**config.mk**
```make
export PLATFORM = sky130hd
export DESIGN_NAME = prot_page_writer
export DESIGN_NICKNAME = d
export VERILOG_FILES = /design/src/rtl/ppw_pkg.sv /design/src/rtl/ppw_unlock.sv /design/src/rtl/ppw_wr_timer.sv /design/src/rtl/ppw_page_store.sv /design/src/rtl/prot_page_writer.sv
export SDC_FILE = /design/constraint.sdc
export NUM_CORES = 1
export LEC_CHECK = 0
export BUFFER_PORTS_ARGS = -buffer_cell sky130_fd_sc_hd__buf_2
export CORE_ASPECT_RATIO = 1.1
export CORE_MARGIN = 10
export CORE_UTILIZATION = 50
export CTS_BUF_LIST = sky130_fd_sc_hd__clkbuf_4 sky130_fd_sc_hd__clkbuf_8 sky130_fd_sc_hd__clkbuf_16
export DETAILED_ROUTE_END_ITERATION = 10
export PLACE_DENSITY = 0.67
export SETUP_SLACK_MARGIN = 0.02
export SYNTH_ARGS = -nofsm -noshare
export SYNTH_HDL_FRONTEND = slang
export SYNTH_HIERARCHICAL = 1
export SYNTH_SLANG_ARGS = --single-unit
```
**constraint.sdc**
```tcl
create_clock -name clk -period 6.4 [get_ports clk]
set_clock_uncertainty 0.05 [all_clocks]
set_input_delay 0.64 -clock clk [delete_from_list [all_inputs] [get_ports clk]]
set_output_delay 0.64 -clock clk [all_outputs]
set_load 0.02 [all_outputs]
```
**src/rtl/ppw_pkg.sv**
```systemverilog
package ppw_pkg;
  typedef enum logic [2:0] {
    EV_START  = 3'd0,
    EV_STOP   = 3'd1,
    EV_KEY_WR = 3'd2,
    EV_KEY_RD = 3'd3,
    EV_ADDR   = 3'd4,
    EV_DATA   = 3'd5,
    EV_READ   = 3'd6
  } ev_kind_t;

  typedef enum logic [1:0] {
    KS_LOCKED = 2'd0,
    KS_HALF   = 2'd1,
    KS_OPEN   = 2'd2
  } key_state_t;
endpackage

```
**src/rtl/ppw_unlock.sv**
```systemverilog
module ppw_unlock
  import ppw_pkg::*;
#(
  parameter logic [7:0] KEY_FIRST  = 8'h55,
  parameter logic [7:0] KEY_SECOND = 8'hAA
) (
  input  logic       clk,
  input  logic       rst_n,
  input  logic       key_wr,
  input  logic [7:0] key_byte,
  input  logic       frame_evt,
  input  logic       relock,
  output logic       key_open
);
  key_state_t state_q;

  always_ff @(posedge clk or negedge rst_n) begin
    if (!rst_n) begin
      state_q <= KS_LOCKED;
    end else if (relock) begin
      state_q <= KS_LOCKED;
    end else if (key_wr) begin
      case (state_q)
        KS_HALF: state_q <= (key_byte == KEY_SECOND) ? KS_OPEN : KS_LOCKED;
        default: state_q <= (key_byte == KEY_FIRST) ? KS_HALF : KS_LOCKED;
      endcase
    end else if (frame_evt && state_q == KS_HALF) begin
      state_q <= KS_LOCKED;
    end
  end

  assign key_open = (state_q == KS_OPEN);
endmodule

```
**src/rtl/ppw_wr_timer.sv**
```systemverilog
module ppw_wr_timer #(
  parameter int WR_CYCLES = 40
) (
  input  logic clk,
  input  logic rst_n,
  input  logic start,
  output logic busy
);
  localparam int CW = $clog2(WR_CYCLES + 1);
  logic [CW-1:0] cnt_q;

  always_ff @(posedge clk or negedge rst_n) begin
    if (!rst_n)            cnt_q <= '0;
    else if (start)        cnt_q <= CW'(WR_CYCLES);
    else if (cnt_q != '0)  cnt_q <= cnt_q - 1'b1;
  end

  assign busy = (cnt_q != '0);
endmodule

```
**src/rtl/ppw_page_store.sv**
```systemverilog
module ppw_page_store #(
  parameter int PAGE_BYTES = 8,
  localparam int PTR_W = $clog2(PAGE_BYTES)
) (
  input  logic             clk,
  input  logic             rst_n,
  input  logic             clr_mask,
  input  logic             wr_en,
  input  logic [PTR_W-1:0] wr_idx,
  input  logic [7:0]       wr_byte,
  input  logic             commit,
  input  logic [PTR_W-1:0] rd_idx,
  output logic [7:0]       rd_byte,
  output logic             any_valid
);
  logic [7:0]            stage_q [PAGE_BYTES];
  logic [7:0]            cell_q  [PAGE_BYTES];
  logic [PAGE_BYTES-1:0] mask_q;

  for (genvar i = 0; i < PAGE_BYTES; i++) begin : g_slot
    logic hit;
    assign hit = wr_en && (wr_idx == PTR_W'(i));

    always_ff @(posedge clk or negedge rst_n) begin
      if (!rst_n) begin
        stage_q[i] <= '0;
        cell_q[i]  <= '0;
        mask_q[i]  <= 1'b0;
      end else begin
        if (hit) stage_q[i] <= wr_byte;
        if (clr_mask)  mask_q[i] <= 1'b0;
        else if (hit)  mask_q[i] <= 1'b1;
        if (commit && mask_q[i]) cell_q[i] <= stage_q[i];
      end
    end
  end

  assign rd_byte   = cell_q[rd_idx];
  assign any_valid = |mask_q;
endmodule

```
**src/rtl/prot_page_writer.sv**
```systemverilog
module prot_page_writer
  import ppw_pkg::*;
#(
  parameter int         PAGE_BYTES = 8,
  parameter logic [7:0] BASE_ADDR  = 8'hF0,
  parameter int         WR_CYCLES  = 40,
  parameter logic [7:0] KEY_FIRST  = 8'h55,
  parameter logic [7:0] KEY_SECOND = 8'hAA
) (
  input  logic       clk,
  input  logic       rst_n,
  input  logic       ev_valid,
  output logic       ev_ready,
  input  logic [2:0] ev_kind,
  input  logic [7:0] ev_byte,
  output logic       rsp_valid,
  input  logic       rsp_ready,
  output logic       rsp_ack,
  output logic [7:0] rsp_data,
  output logic       busy
);
  localparam int PTR_W = $clog2(PAGE_BYTES);

  ev_kind_t         kind;
  logic             acc, in_win, key_open, any_valid;
  logic             addr_ack, data_ack, read_ack;
  logic             is_byte_evt, do_stop, commit, relock, wr_en, clr_mask;
  logic [PTR_W-1:0] ptr_q;
  logic             ptr_ok_q, sess_addr_q, wr_seen_q;
  logic [7:0]       cell_byte;
  logic             ack_d;
  logic [7:0]       data_d;

  assign kind     = ev_kind_t'(ev_kind);
  assign ev_ready = !rsp_valid || rsp_ready;
  assign acc      = ev_valid && ev_ready;
  assign in_win   = (ev_byte[7:PTR_W] == BASE_ADDR[7:PTR_W]);

  assign addr_ack = !busy && in_win;
  assign data_ack = !busy && sess_addr_q;
  assign read_ack = !busy && ptr_ok_q;

  assign is_byte_evt = (kind == EV_KEY_WR) || (kind == EV_KEY_RD) || (kind == EV_ADDR)
                    || (kind == EV_DATA)   || (kind == EV_READ);
  assign do_stop  = acc && (kind == EV_STOP);
  assign relock   = do_stop && wr_seen_q;
  assign commit   = relock && any_valid;
  assign wr_en    = acc && (kind == EV_DATA) && data_ack && key_open;
  assign clr_mask = acc && (kind == EV_ADDR) && addr_ack;

  ppw_unlock #(.KEY_FIRST(KEY_FIRST), .KEY_SECOND(KEY_SECOND)) u_unlock (
    .clk       (clk),
    .rst_n     (rst_n),
    .key_wr    (acc && (kind == EV_KEY_WR)),
    .key_byte  (ev_byte),
    .frame_evt (acc && ((kind == EV_START) || (kind == EV_STOP))),
    .relock    (relock),
    .key_open  (key_open)
  );

  ppw_wr_timer #(.WR_CYCLES(WR_CYCLES)) u_timer (
    .clk   (clk),
    .rst_n (rst_n),
    .start (commit),
    .busy  (busy)
  );

  ppw_page_store #(.PAGE_BYTES(PAGE_BYTES)) u_store (
    .clk       (clk),
    .rst_n     (rst_n),
    .clr_mask  (clr_mask),
    .wr_en     (wr_en),
    .wr_idx    (ptr_q),
    .wr_byte   (ev_byte),
    .commit    (commit),
    .rd_idx    (ptr_q),
    .rd_byte   (cell_byte),
    .any_valid (any_valid)
  );

  always_comb begin
    ack_d  = 1'b0;
    data_d = 8'h00;
    case (kind)
      EV_KEY_WR, EV_KEY_RD: ack_d = 1'b1;
      EV_ADDR:              ack_d = addr_ack;
      EV_DATA:              ack_d = data_ack;
      EV_READ: begin
        ack_d  = read_ack;
        data_d = read_ack ? cell_byte : 8'h00;
      end
      default: ack_d = 1'b0;
    endcase
  end

  always_ff @(posedge clk or negedge rst_n) begin
    if (!rst_n) begin
      ptr_q       <= '0;
      ptr_ok_q    <= 1'b1;
      sess_addr_q <= 1'b0;
      wr_seen_q   <= 1'b0;
    end else if (acc) begin
      case (kind)
        EV_START: sess_addr_q <= 1'b0;
        EV_STOP: begin
          sess_addr_q <= 1'b0;
          wr_seen_q   <= 1'b0;
        end
        EV_ADDR: begin
          ptr_ok_q    <= addr_ack;
          sess_addr_q <= addr_ack;
          if (addr_ack) ptr_q <= ev_byte[PTR_W-1:0];
          if (addr_ack && key_open) wr_seen_q <= 1'b1;
        end
        EV_DATA: if (data_ack) ptr_q <= ptr_q + 1'b1;
        EV_READ: if (read_ack) ptr_q <= ptr_q + 1'b1;
        default: ;
      endcase
    end
  end

  always_ff @(posedge clk or negedge rst_n) begin
    if (!rst_n) begin
      rsp_valid <= 1'b0;
      rsp_ack   <= 1'b0;
      rsp_data  <= 8'h00;
    end else if (acc && is_byte_evt) begin
      rsp_valid <= 1'b1;
      rsp_ack   <= ack_d;
      rsp_data  <= data_d;
    end else if (rsp_ready) begin
      rsp_valid <= 1'b0;
    end
  end
endmodule

```
* Yosys cells after proc, flatten, opt, wreduce, memory -nomap -nowiden
Index checks and enable logic that the tools add are counted.
** Operators by class
- Add/subtract/negate cells :: 2
- Magnitude comparators :: 1
- Equal/unequal tests :: 22
- Muxes and demuxes :: 39
- Bitwise operators :: 1
- Reductions and logical operators :: 65
** Operators by type and width (number)
- $logic_and A1 B1 Y1 :: 33
- $mux W8 :: 4
- $bmux W8 S3 :: 1
- $reduce_bool A2 Y1 :: 12
- $eq A3 B3 Y1 const B :: 7
- $mux W1 :: 20
- $eq A3 B2 Y1 const B :: 4
- $mux W6 :: 2
- $mux W2 :: 5
- $mux W3 :: 3
- $pmux W3 S3 :: 1
- $eq A8 B7 Y1 const B :: 1
- $eq A8 B8 Y1 const B :: 1
- $reduce_or A8 Y1 :: 1
- $eq A3 B1 Y1 const B :: 2
- $logic_not A3 Y1 :: 2
- $logic_or A1 B1 Y1 :: 6
- $ne A2 B2 Y1 const B :: 3
- $reduce_bool A3 Y1 :: 2
- $reduce_bool A6 Y1 :: 1
- $sub A6 B1 Y6 const B :: 1
- $eq A5 B5 Y1 const B :: 1
- $reduce_and A5 Y1 :: 1
- $ge A4 B4 Y1 const B :: 1
- 11 further kinds :: 15
** Word-level totals
- Bits in registers :: 160
- Input bits :: 15
- Output and inout bits :: 12
- Word-level logic and storage cells :: 163

* Longest topological paths before layout
- Depth in word-level cells :: 9
- Mapped depth :: 9
- Mapped depth without buffers :: 9

* Modules after synthesis
The synthesis kept the hierarchy.
** By module, submodules not included
- ppw_page_store :: instances 1, cells each 334, area each 5649.2 µm², seq. area each 3403.3 µm²
- prot_page_writer :: instances 1, cells each 102, area each 872.1 µm², seq. area each 401.6 µm²
- ppw_wr_timer :: instances 1, cells each 32, area each 332.8 µm², seq. area each 150.1 µm²
- ppw_unlock :: instances 1, cells each 15, area each 148.9 µm², seq. area each 50.0 µm²

* Worst setup path before layout
OpenSTA, ideal clock, no wires.
- Kind :: input to register
- From :: input port rsp_ready
- To :: register u_store/cell_q[0] (netlist bit)
- Setup time :: 0.125 ns
- Data arrival time :: 2.475 ns
- Required time :: 6.225 ns
- Setup slack :: 3.750 ns
- Stages on the path :: 8
- Buffers on the path :: 1
- Cells stage by stage :: nand2b_1 > nand3b_1 > nor2_1 > and3_1 > and2_1 > clkbuf_1 > nand2_1 > mux2_2
** On the way
- Longest elaborated chain between the ends :: 6
** RTL lines
- from (decl) :: line prot_page_writer.sv:17 : input logic rsp_ready,
- $logic_or A1 B1 Y1 :: line prot_page_writer.sv:35 : assign ev_ready = !rsp_valid || rsp_ready;
- $logic_and A1 B1 Y1 :: line prot_page_writer.sv:36 : assign acc = ev_valid && ev_ready;
- $logic_and A1 B1 Y1 :: line prot_page_writer.sv:45 : assign do_stop = acc && (kind == EV_STOP);
- $logic_and A1 B1 Y1 :: line prot_page_writer.sv:46 : assign relock = do_stop && wr_seen_q;
- net relock :: line prot_page_writer.sv:27 : logic is_byte_evt, do_stop, commit, relock, wr_en, clr_mask;
- $logic_and A1 B1 Y1 :: line prot_page_writer.sv:47 : assign commit = relock && any_valid;
- net commit :: line prot_page_writer.sv:27
- $logic_and A1 B1 Y1 :: line ppw_page_store.sv:33 : if (commit && mask_q[i]) cell_q[i] <= stage_q[i];
- to (signal, indexed assignment) :: line ppw_page_store.sv:33
- to (decl) :: line ppw_page_store.sv:17 : logic [7:0] cell_q [PAGE_BYTES];
The timed path passes the listed nets, and every way through them passes these cells.
A chain may end at the register's enable or synchronous reset.

* Final worst setup path
- From :: register u_timer.cnt_q[0]
- To :: register u_store/stage_q[27] (netlist bit)
** On the way
- Longest elaborated chain between the ends :: 6
** RTL lines
- from (decl) :: line ppw_wr_timer.sv:10 : logic [CW-1:0] cnt_q;
- from (signal assigned) :: line ppw_wr_timer.sv:14 : else if (start) cnt_q <= CW'(WR_CYCLES);
- from (signal assigned) :: line ppw_wr_timer.sv:15 : else if (cnt_q != '0) cnt_q <= cnt_q - 1'b1;
- $reduce_bool A6 Y1 :: line ppw_wr_timer.sv:18 : assign busy = (cnt_q != '0);
- $logic_not A1 Y1 :: line prot_page_writer.sv:40 : assign data_ack = !busy && sess_addr_q;
- $logic_and A1 B1 Y1 :: line prot_page_writer.sv:40
- $logic_and A1 B1 Y1 (2 in a row) :: line prot_page_writer.sv:48 : assign wr_en = acc && (kind == EV_DATA) && data_ack && key_open;
- net wr_en :: line prot_page_writer.sv:27
- $logic_and A1 B1 Y1 :: line ppw_page_store.sv:22 : assign hit = wr_en && (wr_idx == PTR_W'(i));
- to (signal, indexed assignment) :: line ppw_page_store.sv:30 : if (hit) stage_q[i] <= wr_byte;
- to (decl) :: line ppw_page_store.sv:16 : logic [7:0] stage_q [PAGE_BYTES];
The timed path passes the listed nets, and every way through them passes these cells.

==> flow_metrics.tcl <==
set metrics [dict create \
    grt_pass1_vias 4242 \
    final_common_cell "sky130_fd_sc_hd__dfrtp_1" \
    h_tree_lvls 4 \
    synth_fp_nets 501 \
    tritoncts "built" \
    dieArea_um2 19150 \
    rsz0062_at_grt "no" \
    worstPathMaxFanout 9 \
    first_iter_violations 311 \
    timing.final.hold_violations 0 \
    holdBufCountCts 0 \
    commonest_cells_after_routing_fill_and_taps_aside "sky130_fd_sc_hd__dfrtp_1 (159), sky130_fd_sc_hd__mux2_2 (136), sky130_fd_sc_hd__nand2_1 (34)" \
    clk_transition_reported_paths_ns 0.06 \
    largest_voltage_drop_on_the_vdd_net_mv 0.1872 \
    gp_congestion 0.7854 \
    finalCoreUtilization_pct 57.28 \
    die_h_um 144.1 \
    groute.usage.overall_pct 15.82 \
    ys_warn_count 6 \
    first_pass_iters 4 \
    drv.max_cap_violation_count 0 \
    drt_wl_total_mm 14.39 \
    grt_antenna_before_repair 0 \
    seq_area_frac_synth_pct 57.19 \
    cts_root_buf "sky130_fd_sc_hd__clkbuf_16" \
    dp_cell_count 683 \
    fmaxAchievable_mhz 255.8 \
    drv_slew 0 \
    reg2reg_slack_ns 2.49 \
    number_of_sinks_handled_by_clock_tree_synthesis 160 \
    p_sw_uw 504.1 \
    ant_nets 0 \
    most_frequently_used_flop_master_after_synthesis "sky130_fd_sc_hd__dfrtp_1" \
    period_minus_ws_final_ns 3.909 \
    cts_setup_buffers 0 \
    finalHoldWorstSlack_ns 0.1977 \
    async_reset_ff_share_pct 100.0 \
    cts_buffer_depth 2 \
    start_kind "flip-flop" \
    detail_route.vias_per_cell 5.765 \
    post_route_cells_drive_above_1_share_pct 40.04 \
    report.power.total_mw 2.207 \
    worst_slew_pin_slew_ns 1.180 \
    post-route-period-util_pct 61.08 \
    area.growth.synth_to_final_pct 12.83 \
    avgSynthCellArea_um2 14.50 \
    p_leak_nw 3.999 \
    fin_nets 532 \
    power.density_cell_area_nw_per_um2 279.3 \
    drt_drc_violations_left 0 \
    rows 45 \
    post-route-cell-area_um2 7901 \
    power.share.switching_pct 22.85 \
    finalSetupTns_ns 0 \
    cts_resized 0 \
    comb_power_share_pct 6.6 \
    vias 4122 \
    critPathCaptureType "flip-flop" \
    timing.hold.worst.class "input pin to async pin" \
    outcome "finished, final reports clean" \
    max-slew-margin-rel_pct 20.75 \
    cts_made_buffers 17 \
    buffer_ports.inserted 26 \
    setup_violating_endpoint_count_in_the_final_report 0 \
    insertion_delay_ns 0.42 \
    intPower_mw 1.702 \
    final_cells 715 \
    critPathKind "flip-flop to flip-flop" \
    required_ns 6.65 \
    timing.reg2reg.worst_path_depth 7 \
    initial_util_pct 50.77 \
    boundaryPins 27 \
    die_w_um 132.8 \
    cp_data_arrival_time_ns 4.16 \
    placement.setup.worst_slack_ns 2.613 \
    grt_pass1_wl_mm 23.36 \
    syn-cell-area_um2 7003 \
    insertedDiodeCount 0 \
    core_area_um2 13790 \
    dpl-instance-area_um2 7300 \
    hpwl_mm 9.307 \
    power_frac_clock_pct 45.5 \
    synth_cell_type_count 54 \
    timing.final.ws_setup_ns 2.491 \
    post_synthesis_cells 483 \
    critical_path.reg2reg.startpoint "u_timer/cnt_q[0]" \
    synth.ff_latch_count 160 \
    worst_reg2reg_path_endpoint "u_store/stage_q[27]" \
    overflow 0 \
    grt_max_degree 86 \
    crit_start "u_timer/cnt_q[0]" \
    number_of_synthesized_flops_with_an_enable_pin 0 \
    seq_power_share_pct 47.9 \
    routed_wire_length_per_instance_um 20.13 \
]
-- routing by layer --
layer / global-route usage (%) / vias to the layer above / routed length (um)
met1: 19.54 / 2141 / 6225
met4: 7.822 / 0 / 316
li1: - / 1858 / -
met5: 0 / - / 0
met2: 25.65 / 104 / 7109
met3: 3.782 / 19 / 739
-- worst max-delay path: stages, from the launching register on --
cell	delay [ns]
sky130_fd_sc_hd__dfrtp_1	0.39
sky130_fd_sc_hd__inv_1	0.12
sky130_fd_sc_hd__ha_1	0.17
sky130_fd_sc_hd__nor3b_2	0.37
sky130_fd_sc_hd__nand2_1	0.29
sky130_fd_sc_hd__nor3_1	1.01
sky130_fd_sc_hd__nor4bb_2	0.96
sky130_fd_sc_hd__mux2_2	0.42
-- power by group through the flow --
| stage | clock network [mW] | logic, mW | registers (mW) |
|---|---|---|---|
| after CTS | 1.03 | 0.148 | 1.06 |
| final | 1.01 | 0.145 | 1.06 |
| after detailed placement | 0 | 0.147 | 1.07 |
| after global routing | 1.07 | 0.159 | 1.06 |
| after floorplan | 0 | 0.123 | 1.05 |
| after global placement | 0 | 0.141 | 1.07 |
-- synthesized netlist by cell type, types with 3 or more instances --
| master | count | area [um^2] |
|---|---|---|
| sky130_fd_sc_hd__nand4_1 | 3 | 18.77 |
| sky130_fd_sc_hd__ha_1 | 3 | 37.54 |
| sky130_fd_sc_hd__nor2_1 | 9 | 33.78 |
| sky130_fd_sc_hd__nand2_1 | 34 | 127.6 |
| sky130_fd_sc_hd__a21o_1 | 3 | 22.52 |
| sky130_fd_sc_hd__clkbuf_1 | 3 | 11.26 |
| sky130_fd_sc_hd__dfrtp_1 | 159 | 3979 |
| sky130_fd_sc_hd__nand4b_1 | 3 | 26.28 |
| sky130_fd_sc_hd__nor4bb_1 | 3 | 30.03 |
| sky130_fd_sc_hd__mux2_2 | 136 | 1531 |
| sky130_fd_sc_hd__nor3b_1 | 4 | 30.03 |
| sky130_fd_sc_hd__o21ai_0 | 9 | 45.04 |
| sky130_fd_sc_hd__a21oi_1 | 14 | 70.07 |
| sky130_fd_sc_hd__nand3b_1 | 4 | 30.03 |
| sky130_fd_sc_hd__nand2b_1 | 6 | 37.54 |
| sky130_fd_sc_hd__buf_2 | 10 | 50.05 |
| sky130_fd_sc_hd__inv_1 | 9 | 33.78 |
| sky130_fd_sc_hd__nand4bb_1 | 3 | 33.78 |
| sky130_fd_sc_hd__mux4_1 | 15 | 394.1 |
| sky130_fd_sc_hd__nand3_1 | 10 | 50.05 |
| sky130_fd_sc_hd__nor3_1 | 3 | 15.01 |
-- worst max-delay path by stage --
| stage | endpoint | slack, ns | cells after the start |
|---|---|---|---|
| detailed placement | u_store/stage_q[29] | 2.61 | 7 |
| global placement | u_store/stage_q[24] | 2.92 | 7 |
| floorplan | u_store/cell_q[0] | 3.75 | 8 |
| CTS | u_store/stage_q[27] | 2.59 | 7 |
| global route | u_store/stage_q[29] | 2.34 | 7 |
| finish | u_store/stage_q[27] | 2.49 | 7 |
-- state kept, by name, indices dropped and copies added (netlist names), 2 cells and up --
name,cells
u_timer/cnt_q,6
u_store/cell_q,64
u_store/mask_q,8
u_unlock/state_q,2
u_store/stage_q,64
ptr_q,3
rsp_data,8
-- cells by family after synthesis --
| logic type | share of synthesized area [%] |
|---|---|
| flip-flops | 57.19 |
| multiplexers | 27.96 |
| AND/OR/NAND/NOR | 8.808 |
| AO/OA/AOI/OAI | 3.288 |
| buffers and inverters | 1.965 |
| adder cells (fa/ha/maj) | 0.5361 |
| XOR/XNOR | 0.2502 |
-- final cells by class --
cell class / count / area [um^2]
Clock buffer: 24 / 496.7
Clock inverter: 8 / 105.1
Fill cell: 1144 / 5893
Inverter: 11 / 41.29
Multi-Input combinational cell: 296 / 2867
Sequential cell: 160 / 4005
Tap cell: 188 / 235.2
Timing Repair Buffer: 28 / 151.4
Note: power is estimated with default switching activity, not from simulation.
